### config.mk
export PLATFORM = sky130hd
export DESIGN_NAME = ser4_top
export DESIGN_NICKNAME = d
export VERILOG_FILES = /design/src/rtl/ser4_pkg.sv /design/src/rtl/ser4_prbs.sv /design/src/rtl/ser4_timing.sv /design/src/rtl/ser4_lane.sv /design/src/rtl/ser4_mux_tree.sv /design/src/rtl/ser4_top.sv
export SDC_FILE = /design/constraint.sdc
export NUM_CORES = 1
export LEC_CHECK = 0
export BUFFER_PORTS_ARGS = -buffer_cell sky130_fd_sc_hd__buf_2
export CAP_MARGIN = 20
export CORE_UTILIZATION = 65
export CTS_BUF_LIST = sky130_fd_sc_hd__clkbuf_8
export CTS_CLUSTER_SIZE = 16
export DETAILED_ROUTE_END_ITERATION = 7
export PLACE_DENSITY = 0.87
export REMOVE_ABC_BUFFERS = 1
export SYNTH_ARGS = -nofsm -noshare
export SYNTH_HDL_FRONTEND = slang
export SYNTH_SLANG_ARGS = --single-unit
### constraint.sdc
create_clock -name clk_i -period 3.1 [get_ports clk_i]
set_input_delay 0.155 -clock clk_i [delete_from_list [all_inputs] [get_ports clk_i]]
set_output_delay 0.155 -clock clk_i [all_outputs]
set_load 0.01 [all_outputs]
### src/rtl/ser4_pkg.sv
package ser4_pkg;
  localparam int PRBS_W = 7;

  // x^7 + x^6 + 1, new bit enters at the LSB
  function automatic logic [PRBS_W-1:0] prbs_step(input logic [PRBS_W-1:0] s);
    return {s[PRBS_W-2:0], s[6] ^ s[5]};
  endfunction
endpackage

### src/rtl/ser4_prbs.sv
module ser4_prbs
  import ser4_pkg::*;
#(
  parameter int WORD_W = 20
) (
  input  logic              clk_i,
  input  logic              rst_ni,
  input  logic              adv_i,
  output logic [WORD_W-1:0] word_o
);
  logic [PRBS_W-1:0] state_q, state_n;

  always_comb begin
    logic [PRBS_W-1:0] s;
    s = state_q;
    for (int k = 0; k < WORD_W; k++) begin
      word_o[k] = s[6] ^ s[5];
      s = prbs_step(s);
    end
    state_n = s;
  end

  always_ff @(posedge clk_i or negedge rst_ni) begin
    if (!rst_ni)    state_q <= '1;
    else if (adv_i) state_q <= state_n;
  end

  AST_PRBS_NO_LOCKUP: assert property (@(posedge clk_i) disable iff (!rst_ni)
    state_q != '0);
endmodule

### src/rtl/ser4_timing.sv
module ser4_timing #(
  parameter int NUM_LANES = 4,
  parameter int LANE_W    = 5,
  localparam int SEL_W    = $clog2(NUM_LANES),
  localparam int SLOT_W   = $clog2(LANE_W)
) (
  input  logic             clk_i,
  input  logic             rst_ni,
  input  logic             stb_i,
  output logic             active_o,
  output logic             load_o,
  output logic             shift_o,
  output logic [SEL_W-1:0] sel_o
);
  localparam logic [SEL_W-1:0]  SUB_LAST  = SEL_W'(NUM_LANES - 1);
  localparam logic [SLOT_W-1:0] SLOT_LAST = SLOT_W'(LANE_W - 1);

  logic [SEL_W-1:0]  sub_q;
  logic [SLOT_W-1:0] slot_q;
  logic              active_q;
  logic              grp_end, word_end;

  assign grp_end  = (sub_q == SUB_LAST);
  assign word_end = grp_end && (slot_q == SLOT_LAST);

  always_ff @(posedge clk_i or negedge rst_ni) begin
    if (!rst_ni) begin
      sub_q    <= '0;
      slot_q   <= '0;
      active_q <= 1'b0;
    end else if (stb_i) begin
      sub_q    <= '0;
      slot_q   <= '0;
      active_q <= 1'b1;
    end else if (active_q) begin
      sub_q <= sub_q + 1'b1;
      if (grp_end) slot_q <= slot_q + 1'b1;
      if (word_end) begin
        active_q <= 1'b0;
        slot_q   <= '0;
      end
    end
  end

  assign active_o = active_q;
  assign load_o   = stb_i;
  assign shift_o  = active_q && grp_end && !stb_i;  // quarter-rate lane enable
  assign sel_o    = sub_q;                          // bit0 full rate, bit1 half rate

  AST_SLOT_IN_RANGE: assert property (@(posedge clk_i) disable iff (!rst_ni)
    slot_q <= SLOT_LAST);
endmodule

### src/rtl/ser4_lane.sv
module ser4_lane #(
  parameter int W = 5
) (
  input  logic         clk_i,
  input  logic         rst_ni,
  input  logic         load_i,
  input  logic         shift_i,
  input  logic [W-1:0] par_i,
  output logic         bit_o
);
  logic [W-1:0] sh_q;

  always_ff @(posedge clk_i or negedge rst_ni) begin
    if (!rst_ni)      sh_q <= '0;
    else if (load_i)  sh_q <= par_i;
    else if (shift_i) sh_q <= {1'b0, sh_q[W-1:1]};
  end

  assign bit_o = sh_q[0];
endmodule

### src/rtl/ser4_mux_tree.sv
module ser4_mux_tree #(
  parameter int N      = 4,
  localparam int SEL_W = $clog2(N)
) (
  input  logic [N-1:0]     lane_i,
  input  logic [SEL_W-1:0] sel_i,
  output logic             bit_o
);
  logic [N-1:0] cur;

  // level l: 2:1 muxes pick between j and j+half on the l-th select bit from the top
  always_comb begin
    cur = lane_i;
    for (int l = 0; l < SEL_W; l++) begin
      for (int j = 0; j < (N >> (l + 1)); j++) begin
        cur[j] = sel_i[SEL_W-1-l] ? cur[j + (N >> (l + 1))] : cur[j];
      end
    end
    bit_o = cur[0];
  end
endmodule

### src/rtl/ser4_top.sv
module ser4_top #(
  parameter int NUM_LANES = 4,
  parameter int LANE_W    = 5,
  localparam int WORD_W   = NUM_LANES * LANE_W,
  localparam int SEL_W    = $clog2(NUM_LANES)
) (
  input  logic              clk_i,
  input  logic              rst_ni,
  input  logic [WORD_W-1:0] word_i,
  input  logic              word_stb_i,
  input  logic              prbs_sel_i,
  output logic              ser_o,
  output logic              ser_vld_o
);
  logic [WORD_W-1:0]                 prbs_word, sel_word;
  logic [NUM_LANES-1:0][LANE_W-1:0]  lane_par;
  logic [NUM_LANES-1:0]              lane_bit;
  logic [SEL_W-1:0]                  sel;
  logic                              active, load, shift, tree_bit;

  ser4_prbs #(.WORD_W(WORD_W)) u_prbs (
    .clk_i  (clk_i),
    .rst_ni (rst_ni),
    .adv_i  (word_stb_i && prbs_sel_i),
    .word_o (prbs_word)
  );

  assign sel_word = prbs_sel_i ? prbs_word : word_i;

  // lane i takes bits i, i+N, i+2N ...
  always_comb begin
    for (int i = 0; i < NUM_LANES; i++)
      for (int j = 0; j < LANE_W; j++)
        lane_par[i][j] = sel_word[j*NUM_LANES + i];
  end

  ser4_timing #(.NUM_LANES(NUM_LANES), .LANE_W(LANE_W)) u_timing (
    .clk_i    (clk_i),
    .rst_ni   (rst_ni),
    .stb_i    (word_stb_i),
    .active_o (active),
    .load_o   (load),
    .shift_o  (shift),
    .sel_o    (sel)
  );

  for (genvar g = 0; g < NUM_LANES; g++) begin : g_lane
    ser4_lane #(.W(LANE_W)) u_lane (
      .clk_i   (clk_i),
      .rst_ni  (rst_ni),
      .load_i  (load),
      .shift_i (shift),
      .par_i   (lane_par[g]),
      .bit_o   (lane_bit[g])
    );
  end

  ser4_mux_tree #(.N(NUM_LANES)) u_tree (
    .lane_i (lane_bit),
    .sel_i  (sel),
    .bit_o  (tree_bit)
  );

  always_ff @(posedge clk_i or negedge rst_ni) begin
    if (!rst_ni) begin
      ser_o     <= 1'b0;
      ser_vld_o <= 1'b0;
    end else begin
      ser_o     <= active & tree_bit;
      ser_vld_o <= active;
    end
  end

  AST_IDLE_LOW: assert property (@(posedge clk_i) disable iff (!rst_ni)
    !ser_vld_o |-> !ser_o);
  AST_VALID_AFTER_STB: assert property (@(posedge clk_i) disable iff (!rst_ni)
    word_stb_i |=> ##1 ser_vld_o);
  AST_VALID_START: assert property (@(posedge clk_i) disable iff (!rst_ni)
    $rose(ser_vld_o) |-> $past(word_stb_i, 2));
  AST_FIRST_BIT: assert property (@(posedge clk_i) disable iff (!rst_ni)
    (word_stb_i && !prbs_sel_i) |=> ##1 (ser_o == $past(word_i[0], 2)));
endmodule

Word level (Yosys, flattened, before mapping)
Index checks and enable logic that the tools add are counted.

storage, ports and cells
  input port bits = 24
  latch bits = 0
  bits in writable memories = 0
  memories = 0
  output and inout bits = 2
  register bits = 35
  ROM bits = 0
  logic and storage cells = 65

operators by class
  eq/ne operators = 2
  bitwise logic cells = 21
  shift operators = 0
  add/sub/neg operators = 2
  multiplexer cells = 21
  $mul = 0
  divide/modulo/power cells = 0
  magnitude comparators = 0
  reductions and logical operators = 9

operator list
  kind                                                            count
  5-bit two-way mux                                               8
  20-bit two-way mux                                              1
  1-bit bitwise XOR                                               20
  3-bit two-way mux                                               4
  1-bit two-way mux                                               6
  1-bit logical AND                                               4
  2-bit two-way mux                                               2
  2-bit nonzero test                                              2
  3-bit by 1-bit adder with 3-bit output (second input constant)  1
  3-bit equality test (second input constant)                     1
  3-bit nonzero test                                              1
  2-bit by 1-bit adder with 2-bit output (second input constant)  1
  2-bit equality test (second input constant)                     1
  2-bit AND reduction                                             1
  1-bit AND                                                       1
  1-bit logical NOT                                               1

Longest topological paths before layout
  depth in word-level cells = 6
  gate-level depth with buffers = 5
  depth with buffers taken out = 5

Modules after synthesis
A second synthesis with hierarchy kept.

second synthesis, totals
  cell total of the unflattened synthesis = 203
  area total of the unflattened synthesis = 2351.0 um^2

by module, submodules not included
  module         instances  cells an instance  seq. area each (um^2)  area each (um^2)
  ser4_lane      4          22                 125.1                  241.5
  ser4_prbs      1          55                 183.9                  631.9
  ser4_top       1          26                 50.0                   381.6
  ser4_timing    1          33                 150.1                  349.1
  ser4_mux_tree  1          1                  0.0                    22.5

Worst setup path before layout
No wires, ideal clock.

  path kind = reg-to-reg
  start point = register u_timing.sub_q[0] (netlist: u_timing.sel_o[0])
  end point = register g_lane[1].u_lane.sh_q[3]
  period minus slack after synthesis = 1355 ps
  path buffers = 1
  setup time = 127 ps
  data required time = 2973 ps
  cell stages (with the launch flop) = 5
  setup slack = 1745 ps
  arrival = 1228 ps
  path through = dfrtp_1 > ha_1 > clkbuf_1 > and2_1 > o32a_2

on the way
  cells in the longest elaborated chain, start to end = 4

ends and longest elaborated chain
  element                          line               source
  start, declared                  ser4_timing.sv:18  logic [SEL_W-1:0] sub_q;
  start signal, assigned           ser4_timing.sv:36  sub_q <= sub_q + 1'b1;
  2-bit equality test              ser4_timing.sv:23  assign grp_end = (sub_q == SUB_LAST);
  1-bit logical AND (2 in series)  ser4_timing.sv:47  assign shift_o = active_q && grp_end && !stb_i;
  2-bit nonzero test (no line)     n/a
  end signal, assigned             ser4_lane.sv:15    else if (load_i) sh_q <= par_i;
  end signal, assigned             ser4_lane.sv:16    else if (shift_i) sh_q <= {1'b0, sh_q[W-1:1]};
  end, declared                    ser4_lane.sv:11    logic [W-1:0] sh_q;

No other way between the ends.
A chain may end at the register's enable or synchronous reset.

Worst setup path in the final report
Ends and elaborated chain as after synthesis.

==> impl_metrics.toml <==
[logic_synthesis]
synthArstFlopShare_pct = 100.0
ys.flop_type = "dfrtp_1"
ys_ff_latch = 35
synth_top_area_share_pct = 32.04
synth_common_cells = "dfrtp_1, nand2_1, xnor2_1, o21ai_0, a21oi_1"
synth_cell_type_count = 32
yosys.area.top_type = "dfrtp_1"
netlist_area_mm2 = 0.002187
yosysMostFrequentCell = "dfrtp_1"
yosys-top-cells-area = "dfrtp_1, xnor2_1, dfstp_2"
syn_area_per_cell_um2 = 10.32
syn_inst = 212
seq_area_frac_synth_pct = 40.45
synth_edf_count = 0
ys_warn_count = 0

[global_route]
grt_pass1_wl_um = 7458
grt_pass1_vias = 1534
grtUsageTotal_pct = 29.25
grt_antenna_before_repair = 0
grt_overflow = 0
grt_max_degree = 49

[clocking]
cts_tree = "built"
cts_htree_levels = 2
clkTransAtPathRegs_ps = 80
clk_latency_ps = 300
cts_resized = 0
cts_sinks = 35
cts_buffer_depth = 2
clockRootBuffer = "clkbuf_8"
cts_buffers = 5

[detailed_routing]
totalWireLength_um = 4376
avgViaCountPerCell = 5.770
detail-route-antenna-nets = 0
drc = 0
routedWlPerCell_um = 16.27
firstDrtPassIters = 5
route.vias.total = 1552
first_iter_violations = 123

[placed_design]
dp_hpwl_um = 2960
port_buffers = 25
placed_area_mm2 = 0.002240
gp_congestion = 0.7570

[critical_path]
path_max_fanout = 22
cp.arrival_ps = 2270
endpoint_kind = "flop"
critPathMaxStageDelay_ps = 570
reg2reg_to = "g_lane[1].u_lane.sh_q[3]"
path_buf_inv = 0
crit_slowest_cell = "nand2_1"
cp_top_family = "simple AND/OR/NAND/NOR gates"
crit_cells = 5
rr_startpoint = "u_timing.sel_o[0]"
worstPathCellList = "ha_1, nand2_1, nor2_1, o21ai_0, o32a_2"
reg2reg_slack_ps = 1010
crit_path_start_kind = "flop"
cp-startpoint = "u_timing.sel_o[0]"
critPathKind = "reg2reg"
endpoint = "g_lane[1].u_lane.sh_q[3]"
required_ps = 3280
r2r_cells = 5

[floorplanning]
die_height_um = 60.01
rows = 20
ios = 26
die-area_mm2 = 0.003601
initial_core_util_pct = 69.92
die_x_um = 60.01
core_mm2 = 0.003128

[pwr]
leakage_nw = 1.046
p_per_area_mw_per_mm2 = 1065
max-vdd-ir-drop_uv = 755.9

[cells_and_area]
antennaDiodeCount = 0
final_layout_size_suffix_gt1_share_pct = 22.67
post-route-cell-area_mm2 = 0.002386
synthToLayoutAreaGrowth_pct = 9.096
fin_nets = 251

[timing]
worst_clock_skew_ps = 5.522
tns_ps = 0
period_minus_slack_ps = 2087
period_share_pct = 67.31
fmax_mhz = 479.2
worstMarginPinSlew_ps = 838.3
slew_violations = 0
hold_violations = 0
slew_headroom_pct = 43.98
finalSetupViolations = 0
rsz0062_at_grt = "false"

[min_path]
hp-class = "in2reg"

[outcome]
outcome = "finished clean"

[flow_run]
cap_violations = 0
-- tightest hold or removal path: stages --
cell      delay, ps
buf_2            80
o211ai_1         70
o21ai_0          60
-- cell usage in the layout (no fill, tap or decap), drive strengths merged, types with 6 or more instances in the layout --
cell type and instances:
nor2 6, buf 25, o21ai 17, a211oi 9, xnor2 28, dfstp 7
nand2 23, a21oi 17, xor2 9, dfrtp 28, mux2i 11, and3 8
-- metrics by stage --
step | cells | hold WS [ps] | setup WS (ps) | total power [mW] | util, %
2_1_floorplan | 191 | -140.6 | 1509 | 1.799 | -
3_3_place_gp | 260 | 255.2 | 1264 | 1.992 | 71.60
3_5_place_dp | 260 | 271.9 | 1072 | 2.041 | 71.60
4_1_cts | 269 | 98.92 | 1058 | 2.549 | 76.28
5_1_grt | 269 | 127.4 | 869.7 | 2.707 | 76.28
6_report | 269 | 103.8 | 1013 | 2.541 | 76.28
-- kinds of logic after synthesis --
kind of cell	synth area share, %
flops	40.45
simple gates	9.668
buf+inv	6.179
xor+xnor	19.79
mux	6.064
compound gates	16.13
fa+ha+maj	1.716
-- worst min-delay path by stage --
stage	startpoint	to	slack, ps	cells past startpoint
after floorplan	rst_ni	g_lane[0].u_lane.sh_q[0]	-140	0
after global placement	rst_ni	g_lane[0].u_lane.sh_q[0]	260	1
after detailed placement	rst_ni	g_lane[0].u_lane.sh_q[1]	270	1
after CTS	word_i[11]	g_lane[3].u_lane.sh_q[2]	100	3
after global routing	word_i[18]	g_lane[2].u_lane.sh_q[4]	130	3
final	word_i[11]	g_lane[3].u_lane.sh_q[2]	100	3
-- sequential cells by signal (all words and copies together), names as in the netlist --
register / count
g_lane.u_lane.sh_q: 20
ser_o: 1
ser_vld_o: 1
u_prbs.state_q: 7
u_timing.active_o: 1
u_timing.sel_o: 2
u_timing.slot_q: 3
-- power breakdown --
part	internal (mW)	total, mW	switching (mW)
logic	0.611	1.10	0.486
registers	0.663	0.947	0.284
clock network	0.321	0.497	0.176
-- layer usage --
layer,routed length (um),global-route usage (%),up-vias
met2,2227,47.62,50
met4,77,9.967,0
met5,0,0,-
li1,-,-,746
met3,217,7.576,8
met1,1854,37.87,748
-- repair_timing --
| action | 4_1_cts | 5_1_grt |
|---|---|---|
| setup buffers | 0 | 0 |
| hold endpoints to repair | 28 | 0 |
| hold buffers | 1 | 0 |
-- final cells by class --
| type | count | area, um2 |
|---|---|---|
| Clock buffer | 5 | 68.82 |
| Clock inverter | 3 | 67.56 |
| Fill cell | 221 | 742.0 |
| Inverter | 2 | 7.507 |
| Multi-Input combinational cell | 154 | 1167 |
| Sequential cell | 35 | 884.6 |
| Tap cell | 44 | 55.05 |
| Timing Repair Buffer | 26 | 135.1 |
Power figures use the tool's default switching activity.
